**src/rtl/intc_pkg.sv**
```systemverilog
package intc_pkg;
  localparam int BANK_W = 16;
  localparam int ADDR_W = 5;

  typedef logic [BANK_W-1:0] word_t;
  typedef logic [ADDR_W-1:0] addr_t;

  // Group offsets: each group leaves room for up to four banks
  localparam addr_t A_EN  = 5'd0;
  localparam addr_t A_SEL = 5'd4;
  localparam addr_t A_IRQ = 5'd8;
  localparam addr_t A_FIQ = 5'd12;
  localparam addr_t A_RAW = 5'd16;
  localparam addr_t A_BLO = 5'd17;
  localparam addr_t A_BHI = 5'd18;
  localparam addr_t A_ELO = 5'd19;
  localparam addr_t A_EHI = 5'd20;
endpackage

```
**src/rtl/intc_rst_sync.sv**
```systemverilog
module intc_rst_sync (
  input  logic clk,
  input  logic arst_n,
  output logic rst_n
);
  logic [1:0] stage_q;

  always_ff @(posedge clk or negedge arst_n) begin
    if (!arst_n) stage_q <= 2'b00;
    else         stage_q <= {stage_q[0], 1'b1};
  end

  assign rst_n = stage_q[1];
endmodule

```
**src/rtl/intc_src_pend.sv**
```systemverilog
module intc_src_pend #(
  parameter int NUM_SRC = 40
) (
  input  logic               clk,
  input  logic               rst_n,
  input  logic [NUM_SRC-1:0] src_i,
  input  logic [NUM_SRC-1:0] sel_i,
  input  logic [NUM_SRC-1:0] clr_irq_i,
  input  logic [NUM_SRC-1:0] clr_fiq_i,
  output logic [NUM_SRC-1:0] pend_irq_o,
  output logic [NUM_SRC-1:0] pend_fiq_o
);
  logic [NUM_SRC-1:0] src_q, rise;
  logic [NUM_SRC-1:0] irq_q, irq_d, fiq_q, fiq_d;

  always_comb begin
    rise  = src_i & ~src_q;
    // a fresh edge outranks a same-cycle clear
    irq_d = (irq_q & ~clr_irq_i) | (rise & ~sel_i);
    fiq_d = (fiq_q & ~clr_fiq_i) | (rise &  sel_i);
  end

  always_ff @(posedge clk or negedge rst_n) begin
    if (!rst_n) begin
      src_q <= '0;
      irq_q <= '0;
      fiq_q <= '0;
    end else begin
      src_q <= src_i;
      irq_q <= irq_d;
      fiq_q <= fiq_d;
    end
  end

  assign pend_irq_o = irq_q;
  assign pend_fiq_o = fiq_q;

  for (genvar i = 0; i < NUM_SRC; i++) begin : g_chk
    AST_EDGE_BEATS_CLEAR: assert property (@(posedge clk) disable iff (!rst_n)
      (src_i[i] && !src_q[i] && !sel_i[i]) |=> pend_irq_o[i]);
    AST_W1C_CLEARS: assert property (@(posedge clk) disable iff (!rst_n)
      (clr_irq_i[i] && !(src_i[i] && !src_q[i])) |=> !pend_irq_o[i]);
    AST_FAST_ROUTE: assert property (@(posedge clk) disable iff (!rst_n)
      $rose(pend_fiq_o[i]) |-> $past(sel_i[i]));
  end
endmodule

```
**src/rtl/intc_first_set.sv**
```systemverilog
module intc_first_set #(
  parameter int N    = 40,
  parameter int IDXW = (N > 1) ? $clog2(N) : 1
) (
  input  logic [N-1:0]    req_i,
  output logic            valid_o,
  output logic [IDXW-1:0] idx_o
);
  always_comb begin
    valid_o = 1'b0;
    idx_o   = '0;
    for (int i = N - 1; i >= 0; i--) begin
      if (req_i[i]) begin
        valid_o = 1'b1;
        idx_o   = IDXW'(i);
      end
    end
  end
endmodule

```
**src/rtl/intc_banked.sv**
```systemverilog
module intc_banked
  import intc_pkg::*;
#(
  parameter int NUM_SRC = 40
) (
  input  logic               clk,
  input  logic               arst_n,
  input  logic [NUM_SRC-1:0] src_i,
  input  logic               bus_wr_i,
  input  logic [4:0]         bus_addr_i,
  input  logic [15:0]        bus_wdata_i,
  output logic [15:0]        bus_rdata_o,
  output logic               irq_o,
  output logic               fiq_o
);
  localparam int NBANK = (NUM_SRC + BANK_W - 1) / BANK_W;
  localparam int PADW  = NBANK * BANK_W;
  localparam int LASTW = NUM_SRC - (NBANK - 1) * BANK_W;
  localparam int IDXW  = (NUM_SRC > 1) ? $clog2(NUM_SRC) : 1;

  logic               rst_n;
  logic [NUM_SRC-1:0] en_q, en_d, sel_q, sel_d;
  logic [NUM_SRC-1:0] clr_irq, clr_fiq, pend_irq, pend_fiq, vis_irq, vis_fiq, req;
  logic               raw_q, raw_d, irq_q, irq_d, fiq_q, fiq_d;
  logic [31:0]        base_q, base_d, entry_q, entry_d;
  logic               enc_valid;
  logic [IDXW-1:0]    enc_idx;
  logic [PADW-1:0]    en_pad, sel_pad, irq_pad, fiq_pad;

  intc_rst_sync u_rst (.clk(clk), .arst_n(arst_n), .rst_n(rst_n));

  // per-source write decode: bank = i / 16, bit = i % 16
  for (genvar i = 0; i < NUM_SRC; i++) begin : g_bit
    localparam int BK = i / BANK_W;
    localparam int BP = i % BANK_W;
    assign en_d[i]    = (bus_wr_i && bus_addr_i == A_EN  + 5'(BK)) ? bus_wdata_i[BP] : en_q[i];
    assign sel_d[i]   = (bus_wr_i && bus_addr_i == A_SEL + 5'(BK)) ? bus_wdata_i[BP] : sel_q[i];
    assign clr_irq[i] = bus_wr_i && (bus_addr_i == A_IRQ + 5'(BK)) && bus_wdata_i[BP];
    assign clr_fiq[i] = bus_wr_i && (bus_addr_i == A_FIQ + 5'(BK)) && bus_wdata_i[BP];
  end

  intc_src_pend #(.NUM_SRC(NUM_SRC)) u_pend (
    .clk(clk), .rst_n(rst_n), .src_i(src_i), .sel_i(sel_q),
    .clr_irq_i(clr_irq), .clr_fiq_i(clr_fiq),
    .pend_irq_o(pend_irq), .pend_fiq_o(pend_fiq)
  );

  assign req = pend_irq & en_q;

  intc_first_set #(.N(NUM_SRC), .IDXW(IDXW)) u_enc (
    .req_i(req), .valid_o(enc_valid), .idx_o(enc_idx)
  );

  // next state
  always_comb begin
    raw_d  = raw_q;
    base_d = base_q;
    if (bus_wr_i) begin
      if (bus_addr_i == A_RAW) raw_d         = bus_wdata_i[0];
      if (bus_addr_i == A_BLO) base_d[15:0]  = bus_wdata_i;
      if (bus_addr_i == A_BHI) base_d[31:16] = bus_wdata_i;
    end
    irq_d   = |req;
    fiq_d   = |(pend_fiq & en_q);
    entry_d = enc_valid ? base_q + 32'({enc_idx, 2'b00}) : base_q;
  end

  always_ff @(posedge clk or negedge rst_n) begin
    if (!rst_n) begin
      en_q    <= '0;
      sel_q   <= '0;
      raw_q   <= 1'b0;
      base_q  <= '0;
      entry_q <= '0;
      irq_q   <= 1'b0;
      fiq_q   <= 1'b0;
    end else begin
      en_q    <= en_d;
      sel_q   <= sel_d;
      raw_q   <= raw_d;
      base_q  <= base_d;
      entry_q <= entry_d;
      irq_q   <= irq_d;
      fiq_q   <= fiq_d;
    end
  end

  assign irq_o = irq_q;
  assign fiq_o = fiq_q;

  // read path
  always_comb begin
    vis_irq = raw_q ? pend_irq : (pend_irq & en_q);
    vis_fiq = raw_q ? pend_fiq : (pend_fiq & en_q);
    en_pad  = PADW'(en_q);
    sel_pad = PADW'(sel_q);
    irq_pad = PADW'(vis_irq);
    fiq_pad = PADW'(vis_fiq);
    bus_rdata_o = '0;
    for (int k = 0; k < NBANK; k++) begin
      if (bus_addr_i == A_EN  + 5'(k)) bus_rdata_o = en_pad [k*BANK_W +: BANK_W];
      if (bus_addr_i == A_SEL + 5'(k)) bus_rdata_o = sel_pad[k*BANK_W +: BANK_W];
      if (bus_addr_i == A_IRQ + 5'(k)) bus_rdata_o = irq_pad[k*BANK_W +: BANK_W];
      if (bus_addr_i == A_FIQ + 5'(k)) bus_rdata_o = fiq_pad[k*BANK_W +: BANK_W];
    end
    case (bus_addr_i)
      A_RAW:   bus_rdata_o = {15'd0, raw_q};
      A_BLO:   bus_rdata_o = base_q[15:0];
      A_BHI:   bus_rdata_o = base_q[31:16];
      A_ELO:   bus_rdata_o = entry_q[15:0];
      A_EHI:   bus_rdata_o = entry_q[31:16];
      default: ;
    endcase
  end

  AST_ENC_LOWEST: assert property (@(posedge clk) disable iff (!rst_n)
    enc_valid |-> (req[enc_idx] && ((req & ((NUM_SRC'(1) << enc_idx) - NUM_SRC'(1))) == '0)));
  AST_ENC_EMPTY: assert property (@(posedge clk) disable iff (!rst_n)
    !enc_valid |-> (req == '0));
  AST_IRQ_NEEDS_ENABLE: assert property (@(posedge clk) disable iff (!rst_n)
    $rose(irq_o) |-> $past(|en_q));

  if (LASTW < BANK_W) begin : g_dead
    AST_DEAD_BITS_ZERO: assert property (@(posedge clk) disable iff (!rst_n)
      (bus_addr_i == A_EN + 5'(NBANK - 1)) |-> (bus_rdata_o[BANK_W-1:LASTW] == '0));
  end
endmodule

```
**config.mk**
```make
export PLATFORM = sky130hd
export DESIGN_NAME = intc_banked
export DESIGN_NICKNAME = d
export VERILOG_FILES = /design/src/rtl/intc_pkg.sv /design/src/rtl/intc_rst_sync.sv /design/src/rtl/intc_src_pend.sv /design/src/rtl/intc_first_set.sv /design/src/rtl/intc_banked.sv
export SDC_FILE = /design/constraint.sdc
export NUM_CORES = 1
export LEC_CHECK = 0
export ABC_AREA = 0
export BUFFER_PORTS_ARGS = -buffer_cell sky130_fd_sc_hd__buf_2
export CORE_MARGIN = 2
export CORE_UTILIZATION = 60
export CTS_CLUSTER_DIAMETER = 30
export CTS_CLUSTER_SIZE = 8
export DETAILED_ROUTE_END_ITERATION = 8
export GPL_TIMING_DRIVEN = 0
export HOLD_SLACK_MARGIN = 0.15
export PLACE_DENSITY = 0.77
export RECOVER_POWER = 100
export SLEW_MARGIN = 0
export SYNTH_ARGS = -nofsm -noshare
export SYNTH_HDL_FRONTEND = slang
export SYNTH_HIERARCHICAL = 1
export SYNTH_SLANG_ARGS = --single-unit
```
**constraint.sdc**
```tcl
create_clock -name clk -period 21.8 [get_ports clk]
set_clock_uncertainty 0.2 [all_clocks]
set_input_delay 3.27 -clock clk [delete_from_list [all_inputs] [get_ports clk]]
set_output_delay 3.27 -clock clk [all_outputs]
set_load 0.02 [all_outputs]
```
==> results.ini, run 1 <==
[hold_path]
hold_path_depth = 0
worst_hold_path_type = register to register

[cts]
post_cts_buffers = 0
cts_resized = 0
path_clk_slew_ns = 0.04
tritoncts = built
clock_sink_count = 269
cts_max_path_buffers = 3
clock_latency_ns = 0.57
clockRootBuffer = clkbuf_16
cts_buffers = 58
cts_hold_buf = 1
htree_levels = 2

[power_and_ir_drop]
power_per_cell_area_nw_per_um2 = 107
vdd_drop_max_uv = 92.6
power_mw = 1.87
p_leak_nw = 7.84

[synth]
syn-num-nets = 1550
synth_area_um2 = 14800
synth_cell_types = 77
syn_inst = 1479
synth_top_area_cell = dfrtp_1
yosysSeqAreaShare_pct = 45.4
yosys-top-cells-area = dfrtp_1 (45%), mux2_2 (9.3%), o32ai_2 (4.3%), and2_1 (3.8%), inv_1 (3.6%)
synth_area_per_cell_um2 = 10.0
async_flop_share_pct = 100
synth_top_flop_cell = dfrtp_1
yosys_warnings = 6
ys_ff_latch = 269
synth-edff-count = 0
synth.top_cell.area_share_pct = 45.4

[floorplan]
die_area_um2 = 26000
core_um2 = 24200
top_level_ports = 82
dieHeight_um = 161
rows = 57
start_util_pct = 61.1
die_w_um = 161

[run_status]
status = finished, violations left
violations = capacitance limit, slew limit

[setup_path]
critical_path.max_fanout = 10
start_kind = input pin
cp_num_buf_inv = 3
slowest_delay_ns = 1.46
cp-end-kind = primary output
cp_cell_sequence = clkbuf_1 > clkbuf_1 > nor3_1 > and3_1 > a2111oi_0 > a2111oi_0 > nand3b_1 > clkbuf_1
reg2reg_slack_ns = 15.46
crit_cells = 8
crit_top_cell = clkbuf_1
ff2ff_path_depth = 2
crit_start = bus_addr_i[0]
r2r-end = sel_q[13]
cp.arrival_ns = 7.36
path_class = input pin to primary output
required_ns = 18.33
cp_slowest_cell = nor3_1
critPathTopFamily = simple AND/OR/NAND/NOR gates
cp-endpoint = bus_rdata_o[11]
r2r_start = u_rst/stage_q[1]

[finish]
nets = 1694
layout_common_cells = dfrtp_1 (268), clkbuf_1 (149), inv_1 (144), mux2_2 (121), o21ai_0 (100)
drive_above_1_share_pct = 17.6
fill_cells = 1749
area_growth_pct = 18.2
final_common_cell = dfrtp_1

[placed_design]
place_ws_ns = 11.79
gp_congestion = 1.02
port_buffers = 78
place_hpwl_um = 41100

[timing]
setup_tns_ns = 0
max_slew_margin_pct = -152
min_period_over_period_pct = 49.7
slew_violations = 269
hold_viol_final = 0
finalSetupViolations = 0
final.min_clock_period_ns = 10.83
timing.final.ws_setup_ns = 10.97
worst_pin_slew_ns = 3.79
rsz0062_at_grt = false
fmax_mhz = 92.3

[global_route]
grt_max_degree = 73
track_usage_pct = 45.5
overflow = 0
grt_pass1_vias = 14000
grt_first_pass_wirelength_um = 87500
antenna_found_initial = 5

[routing]
wirelength_um = 59100
routed-via-count = 13900
drt_iter0_drc = 2164
via_per_inst = 6.96
ant_nets = 0
drc = 0
first_pass_iters = 6
avgRoutedWirePerCell_um = 29.5

[flow_run]
maxCapViolCount = 6

==> registers in the layout, summed over array words and instances, names as in the netlist <==
name	count
u_rst/stage_q	2
sel_q	40
u_pend/src_q	40
en_q	40
u_pend/pend_fiq_o	40
fiq_o	1
irq_o	1
entry_q	32
base_q	32
u_pend/pend_irq_o	40
raw_q	1
==> cell type report <==
cell class              instances  area [µm²]  area share (%)
multi-input cells             984        7160            40.9
flip-flops and latches        269        6740            38.5
clock buffers                  83        1700            9.69
inverters                     144         541            3.09
well taps                     324         405            2.32
repair buffers                 84         345            1.97
plain buffers                  82         317            1.81
clock inverters                24         287            1.64
diodes                          7        17.5           0.100
==> report_power, final <==
| part | switching (mW) | internal [mW] |
|---|---|---|
| Sequential | 0.101 | 0.575 |
| Clock | 0.287 | 0.595 |
| Combinational | 0.188 | 0.124 |
==> worst register-to-register path: cells and delay by family, from the launching register on <==
kind	cells	cell delay, ns
flip-flops	1	0.42
buffers and inverters	2	4.83
==> worst min path at each step <==
stage	start	slack (ns)	endpoint
CTS	u_rst/stage_q[0]	0.15	u_rst/stage_q[1]
detailed placement	u_rst/stage_q[1]	0.03	u_pend/src_q[34]
floorplan	u_rst/stage_q[0]	0.13	u_rst/stage_q[1]
global placement	u_rst/stage_q[0]	0.13	u_rst/stage_q[1]
global route	u_rst/stage_q[0]	0.15	u_rst/stage_q[1]
finish	u_rst/stage_q[0]	0.15	u_rst/stage_q[1]
==> per-stage QoR <==
stage | cell area [µm²] | util [%] | cells | hold WS, ns
final | 17500 | 72.2 | 2001 | 0.151
after global routing | 17500 | 72.2 | 1996 | 0.153
after CTS | 17700 | 73.1 | 1993 | 0.153
after detailed placement | 15700 | 64.9 | 1885 | 0.0258
after global placement | 15600 | 64.4 | 1881 | 0.135
after floorplan | 14800 | - | 1479 | 0.131
==> synth_stat cells (22+ instances only) <==
cell	n
nor3_1	24
and3_1	56
clkbuf_1	59
xnor2_1	23
nor2_1	66
nand3b_1	53
o32ai_2	39
o22ai_1	22
dfrtp_1	269
nor2b_1	23
inv_1	144
buf_2	22
nand2_1	38
and2_1	90
o21ai_0	99
mux2_2	123
a21oi_1	45
a22oi_1	52
==> per-layer routing <==
layer	track usage [%]	routed length, µm	part of all wire, %
met5	0	13	0.022
met4	22.3	3370	5.7
met3	15.2	7740	13
met2	69.4	26400	45
met1	58.5	21500	36
==> cell families (layout without fill, tap and decap cells) <==
family,Yosys count,after routing,synth area share (%)
mux,131,131,9.89
flops,269,269,45.4
xor+xnor,25,25,1.48
other cells,1,8,0.0253
simple gates,458,458,18.2
compound gates,362,362,18.4
fa+ha+maj,7,7,0.642
buf+inv,226,417,5.91
Power figures use the tool's default switching activity.
==> run 2, diff against run 1 <==
--- a/config.mk
+++ b/config.mk
@@ -8,13 +8,13 @@
 export ABC_AREA = 0
 export BUFFER_PORTS_ARGS = -buffer_cell sky130_fd_sc_hd__buf_2
 export CORE_MARGIN = 2
-export CORE_UTILIZATION = 60
+export CORE_UTILIZATION = 56
 export CTS_CLUSTER_DIAMETER = 30
 export CTS_CLUSTER_SIZE = 8
 export DETAILED_ROUTE_END_ITERATION = 8
 export GPL_TIMING_DRIVEN = 0
 export HOLD_SLACK_MARGIN = 0.15
-export PLACE_DENSITY = 0.77
+export PLACE_DENSITY = 0.75
 export RECOVER_POWER = 100
 export SLEW_MARGIN = 0
 export SYNTH_ARGS = -nofsm -noshare
==> constraint.sdc (replaced) <==
create_clock -name clk -period 9.5 [get_ports clk]
set_clock_uncertainty 0.2 [all_clocks]
set_input_delay 1.425 -clock clk [delete_from_list [all_inputs] [get_ports clk]]
set_output_delay 1.425 -clock clk [all_outputs]
set_load 0.02 [all_outputs]
==> run 2 against run 1 <==
The flow still finishes with violations (capacitance limit, slew limit). Routed wire length is 2.5% lower. Sequential cell count stayed put. Global-route usage is 4.2 points lower. Count of clock-buffer cells in the layout is 9 lower. Critical path type unchanged. Largest power group unchanged.
==> results.ini, run 2 (synthesized netlist as in run 1, its figures left out) <==
[cts]
cts_resized = 0
clockRootBuffer = clkbuf_16
cts_max_path_buffers = 3
cts_hold_buf = 3
path_clk_slew_ns = 0.05
clock_sink_count = 269
cts_buffers = 59
htree_levels = 2
clock_latency_ns = 0.59
tritoncts = built
post_cts_buffers = 0

[setup_path]
path_class = input pin to primary output
critical_path.max_fanout = 10
required_ns = 7.88
reg2reg_slack_ns = 2.83
cp.arrival_ns = 5.48
start_kind = input pin
cp-end-kind = primary output

[floorplan]
rows = 59
die_w_um = 167
top_level_ports = 82
die_area_um2 = 27800
dieHeight_um = 167
start_util_pct = 57.0
core_um2 = 26000

[finish]
fill_cells = 2103
final_common_cell = dfrtp_1
final_cells = 2009
diodes = 0
nets = 1697
final_util_pct = 67.4
drive_above_1_share_pct = 17.9
area_growth_pct = 18.2
layout_common_cells = dfrtp_1 (268), clkbuf_1 (147), inv_1 (144), mux2_2 (123), o21ai_0 (100)

[run_status]
violations = capacitance limit, slew limit
status = finished, violations left

[timing]
hold_viol_final = 0
timing.final.ws_setup_ns = 2.39
worst_pin_slew_ns = 3.38
min_period_over_period_pct = 74.8
final.min_clock_period_ns = 7.11
slew_violations = 207
max_slew_margin_pct = -126
holdWs_ns = 0.163
fmax_mhz = 141
finalSetupViolations = 0
rsz0062_at_grt = false

[placed_design]
port_buffers = 78
gp_congestion = 1.05
dpl.cell_count = 1897
place_hpwl_um = 42300
place_ws_ns = 3.17

[global_route]
overflow = 0
grt_pass1_vias = 13600
grt_first_pass_wirelength_um = 86100
grt_max_degree = 67
track_usage_pct = 41.3
antenna_found_initial = 2

[hold_path]
worst_hold_path_type = register to register

[power_and_ir_drop]
p_leak_nw = 7.86
vdd_drop_max_uv = 204
power_per_cell_area_nw_per_um2 = 242

[routing]
ant_nets = 0
routed-via-count = 13500
via_per_inst = 6.72
avgRoutedWirePerCell_um = 28.6
drt_iter0_drc = 1771
first_pass_iters = 6
wirelength_um = 57600
drc = 0

[flow_run]
maxCapViolCount = 4

==> run 2: cell types whose count changed in the layout (fill, tap and decap cells not counted), sizes merged <==
cell         before  now
clkinv            8   23
clkbuf          222  213
diode             7    0
inv             146  144
buf              26   27
bufinv            5    4
clkinvlp          9    8
dlygate4sd3       1    2
==> run 2: through the flow <==
step	cell area, µm²	TNS [ns]	power, mW
global route	17500	0	4.36
global placement	15600	-431.74	2.21
finish	17500	0	4.24
detailed placement	15800	0	2.24
floorplan	14800	0	1.93
CTS	17800	0	4.22
==> run 2: report_power, final <==
group	internal (mW)	switching, mW	total (mW)
registers	1.32	0.229	1.55
clock network	1.31	0.674	1.98
logic	0.286	0.422	0.708
total	2.91	1.32	4.24
==> run 2: worst paths after layout <==
kind	start	to	cells after the start
worst max-delay path	bus_addr_i[2]	bus_rdata_o[10]	8
worst min-delay path	u_rst/stage_q[0]	u_rst/stage_q[1]	0
worst max register to register	u_rst/stage_q[1]	en_q[5]	3
worst min register to register	u_rst/stage_q[0]	u_rst/stage_q[1]	0
max in group asynchronous	u_rst/stage_q[1]	en_q[5]	3
min in group asynchronous	arst_n	u_rst/stage_q[0]	1
==> run 2: critical path, stage by stage <==
cell       delay [ns]
clkbuf_1         0.36
clkbuf_1         0.63
clkbuf_1         0.52
clkbuf_1         0.63
o22ai_1          0.23
a2111oi_0        1.21
nand3b_1         0.23
clkbuf_1         0.24
==> run 2: area by class of cell <==
| type | count | area (µm²) | area share [%] |
|---|---|---|---|
| plain buffers | 82 | 314 | 1.79 |
| clock buffers | 74 | 1610 | 9.21 |
| clock inverters | 35 | 362 | 2.06 |
| inverters | 144 | 541 | 3.09 |
| multi-input cells | 984 | 7150 | 40.8 |
| flip-flops and latches | 269 | 6740 | 38.4 |
| well taps | 335 | 419 | 2.39 |
| repair buffers | 86 | 385 | 2.20 |
==> run 2: metal layers <==
metal  global-route usage (%)  vias up  routed length, µm
met5                        0        -                 13
met4                     17.2        2               2680
met3                     10.7      192               6330
met1                     56.2     6791              23100
met2                     63.0      826              25500
li1                         -     5692                  -
==> run 3, diff against run 2 <==
--- a/config.mk
+++ b/config.mk
@@ -5,16 +5,16 @@
 export SDC_FILE = /design/constraint.sdc
 export NUM_CORES = 1
 export LEC_CHECK = 0
-export ABC_AREA = 0
+export ABC_AREA = 1
 export BUFFER_PORTS_ARGS = -buffer_cell sky130_fd_sc_hd__buf_2
 export CORE_MARGIN = 2
-export CORE_UTILIZATION = 56
+export CORE_UTILIZATION = 60
 export CTS_CLUSTER_DIAMETER = 30
 export CTS_CLUSTER_SIZE = 8
 export DETAILED_ROUTE_END_ITERATION = 8
 export GPL_TIMING_DRIVEN = 0
 export HOLD_SLACK_MARGIN = 0.15
-export PLACE_DENSITY = 0.75
+export PLACE_DENSITY = 0.77
 export RECOVER_POWER = 100
 export SLEW_MARGIN = 0
 export SYNTH_ARGS = -nofsm -noshare
==> constraint.sdc (replaced) <==
create_clock -name clk -period 6.8 [get_ports clk]
set_clock_uncertainty 0.2 [all_clocks]
set_input_delay 1.02 -clock clk [delete_from_list [all_inputs] [get_ports clk]]
set_output_delay 1.02 -clock clk [all_outputs]
set_load 0.02 [all_outputs]
==> run 3 against run 2 <==
The run still ends with capacitance limit, slew limit left. Sequential share of layout area grew 0.27 points. Non-clock buffer count shrank 21. Sequential power grew 39%. Hold slack lost 0.0022 ns. Critical path depth grew 4. Design area shrank 0.69%. Global-route usage shrank 2.0 points. Utilization grew 4.8 points. Combinational power grew 45%. Clock power grew 49%. Worst setup slack lost 0.96 ns. Register-to-register slack lost 1.3 ns. Critical endpoint is now bus_rdata_o[0]. Largest cell class is now registers. Largest power group unchanged. Highest routed layer is now met4.
==> results.ini, run 3 <==
[routing]
routed-via-count = 14500
ant_nets = 0
wl_met2_um = 23100
drt-met1-wl_um = 19700
top_layer = met4
drc = 0
wl_met3_um = 4860
via_per_inst = 5.77
first_pass_iters = 5
avgRoutedWirePerCell_um = 19.7
drt_iter0_drc = 1535
wirelength_um = 49600

[timing]
finalSetupViolations = 0
min_period_over_period_pct = 78.9
worst_pin_slew_ns = 3.45
final.min_clock_period_ns = 5.36
slew_violations = 189
hold_viol_final = 0
max_slew_margin_pct = -130
setup_tns_ns = 0
rsz0062_at_grt = false
holdWs_ns = 0.160
fmax_mhz = 186

[synth]
syn-num-nets = 2072
synth.top_cell.area_share_pct = 46.1
yosysSeqAreaShare_pct = 46.1
yosys-top-cells-area = dfrtp_1 (46%), nand2_1 (15%), inv_1 (8.4%), nand3_1 (5.7%), nor2_1 (4.1%)
synth_cell_types = 44
async_flop_share_pct = 100
synth_area_per_cell_um2 = 7.29
synth-edff-count = 0
yosysMostFrequentCell = nand2_1
synth_top_flop_cell = dfrtp_1
synthTopCellsByCount = nand2_1 (581), inv_1 (325), dfrtp_1 (269)
ys_ff_latch = 269
yosys_warnings = 6
syn_inst = 2001
synth_area_um2 = 14600
synth_top_area_cell = dfrtp_1

[power_and_ir_drop]
power_per_cell_area_nw_per_um2 = 354
vdd_drop_max_uv = 254
sequentialPowerShare_pct = 35.1
pwr-share-comb_pct = 16.8
p_sw_mw = 1.91
netSwitchingFraction_pct = 31.0
intPower_mw = 4.25
p_leak_nw = 8.56
power_mw = 6.16
clkPwrFrac_pct = 48.1

[run_status]
violations = capacitance limit, slew limit
status = finished, violations left

[setup_path]
r2r-end = entry_q[20]
cp.arrival_ns = 4.14
required_ns = 5.58
r2r_start = en_q[38]
crit_start = bus_addr_i[1]
path_class = input pin to primary output
reg2reg_slack_ns = 1.54
critical_path.max_fanout = 10
ff2ff_path_depth = 49
cp-end-kind = primary output
start_kind = input pin

[global_route]
antenna_found_initial = 0
grt_first_pass_wirelength_um = 78100
track_usage_pct = 39.2
overflow = 0
grt_pass1_vias = 14500
grt_max_degree = 70

[cts]
post_cts_buffers = 0
clockRootBuffer = clkbuf_16
cts_buffers = 60
htree_levels = 2
clock_sink_count = 269
tritoncts = built
path_clk_slew_ns = 0.04
clock_latency_ns = 0.59
cts_max_path_buffers = 3

[floorplan]
core_um2 = 24100
top_level_ports = 82
rows = 57
dieHeight_um = 160
die_area_um2 = 25600
die_w_um = 160
start_util_pct = 60.5

[placed_design]
dpl.cell_count = 2409
port_buffers = 80
gp_congestion = 0.961
place_hpwl_um = 35500

[finish]
seq_area_um2 = 6740
layout_common_cells = nand2_1 (587), inv_1 (329), dfrtp_1 (268), nor2_1 (165), nand3_1 (165)
diodes = 0
fill_cells = 2035
final_common_cell = nand2_1
area_growth_pct = 19.2
multiInputGateArea_um2 = 6140
final_cells = 2520
drive_above_1_share_pct = 8.33
nets = 2220

[hold_path]
hold_path_depth = 0
worst_hold_path_type = register to register
min_from = u_rst/stage_q[0]
holdPathEnd = u_rst/stage_q[1]

[flow_run]
maxCapViolCount = 3

==> run 3: logic make-up (layout without fill, tap and decap cells) <==
group / Yosys count / after routing / share of synthesized area [%]
flops: 269 / 269 / 46.1
xor+xnor: 24 / 24 / 1.44
other cells: 1 / 1 / 0.0257
buf+inv: 414 / 609 / 11.4
compound gates: 253 / 253 / 10.0
fa+ha+maj: 7 / 7 / 0.652
simple gates: 1033 / 1033 / 30.3
==> run 3: final cells by class <==
type / instances / area share [%]
sequential: 269 / 38.7
clock inverter: 36 / 2.67
timing repair buffer: 86 / 2.21
clock buffer: 73 / 9.37
multi-input combinational: 1318 / 35.3
buffer: 61 / 1.42
tap: 324 / 2.33
inverter: 353 / 8.01
==> run 3: repair_timing <==
| action | 4_1_cts | 5_1_grt |
|---|---|---|
| hold buffers | 2 | 0 |
| hold endpoints to repair | 23 | 0 |
| resized for setup | 0 | 0 |
==> run 3: metal layers <==
metal	up-vias	global-route usage, %
li1	6668	-
met1	6916	52.3
met2	807	63.1
met3	142	7.53
met4	0	17.2
met5	-	0
==> run 3: stage by stage <==
| stage | setup slack [ns] | util (%) | cell area [µm²] |
|---|---|---|---|
| 5_1_grt | 0.984 | 72.2 | 17400 |
| 3_5_place_dp | 1.91 | 64.4 | 15500 |
| 4_1_cts | 1.87 | 73.1 | 17600 |
| 6_report | 1.44 | 72.2 | 17400 |
| 3_3_place_gp | 0.617 | 63.9 | 15400 |
| 2_1_floorplan | 2.19 | - | 14600 |
==> run 3: how the worst max path moves through the flow <==
stage                             to
3_3_place_gp   u_pend/pend_irq_o[36]
3_5_place_dp             entry_q[30]
5_1_grt                  entry_q[28]
2_1_floorplan              base_q[0]
6_report              bus_rdata_o[0]
4_1_cts                  entry_q[30]
==> run 3: power by group through the flow <==
stage               logic (mW)  registers [mW]  clock network (mW)
floorplan                0.718            2.09                   0
global placement         0.952            2.19                   0
detailed placement        1.02            2.16                   0
CTS                       1.04            2.15                2.97
global route              1.16            2.19                3.06
finish                    1.03            2.16                2.96
==> run 3: worst max-delay path, stage by stage <==
cell and delay [ns]:
clkbuf_1 0.11, inv_1 0.15, nand2_1 0.20, nor2_1 0.50, nand2_1 0.41, inv_1 0.40, clkbuf_1 0.57, nand3_1 0.14
nand4_1 0.19, nand2_1 0.07, nand4_1 0.11, clkbuf_1 0.25
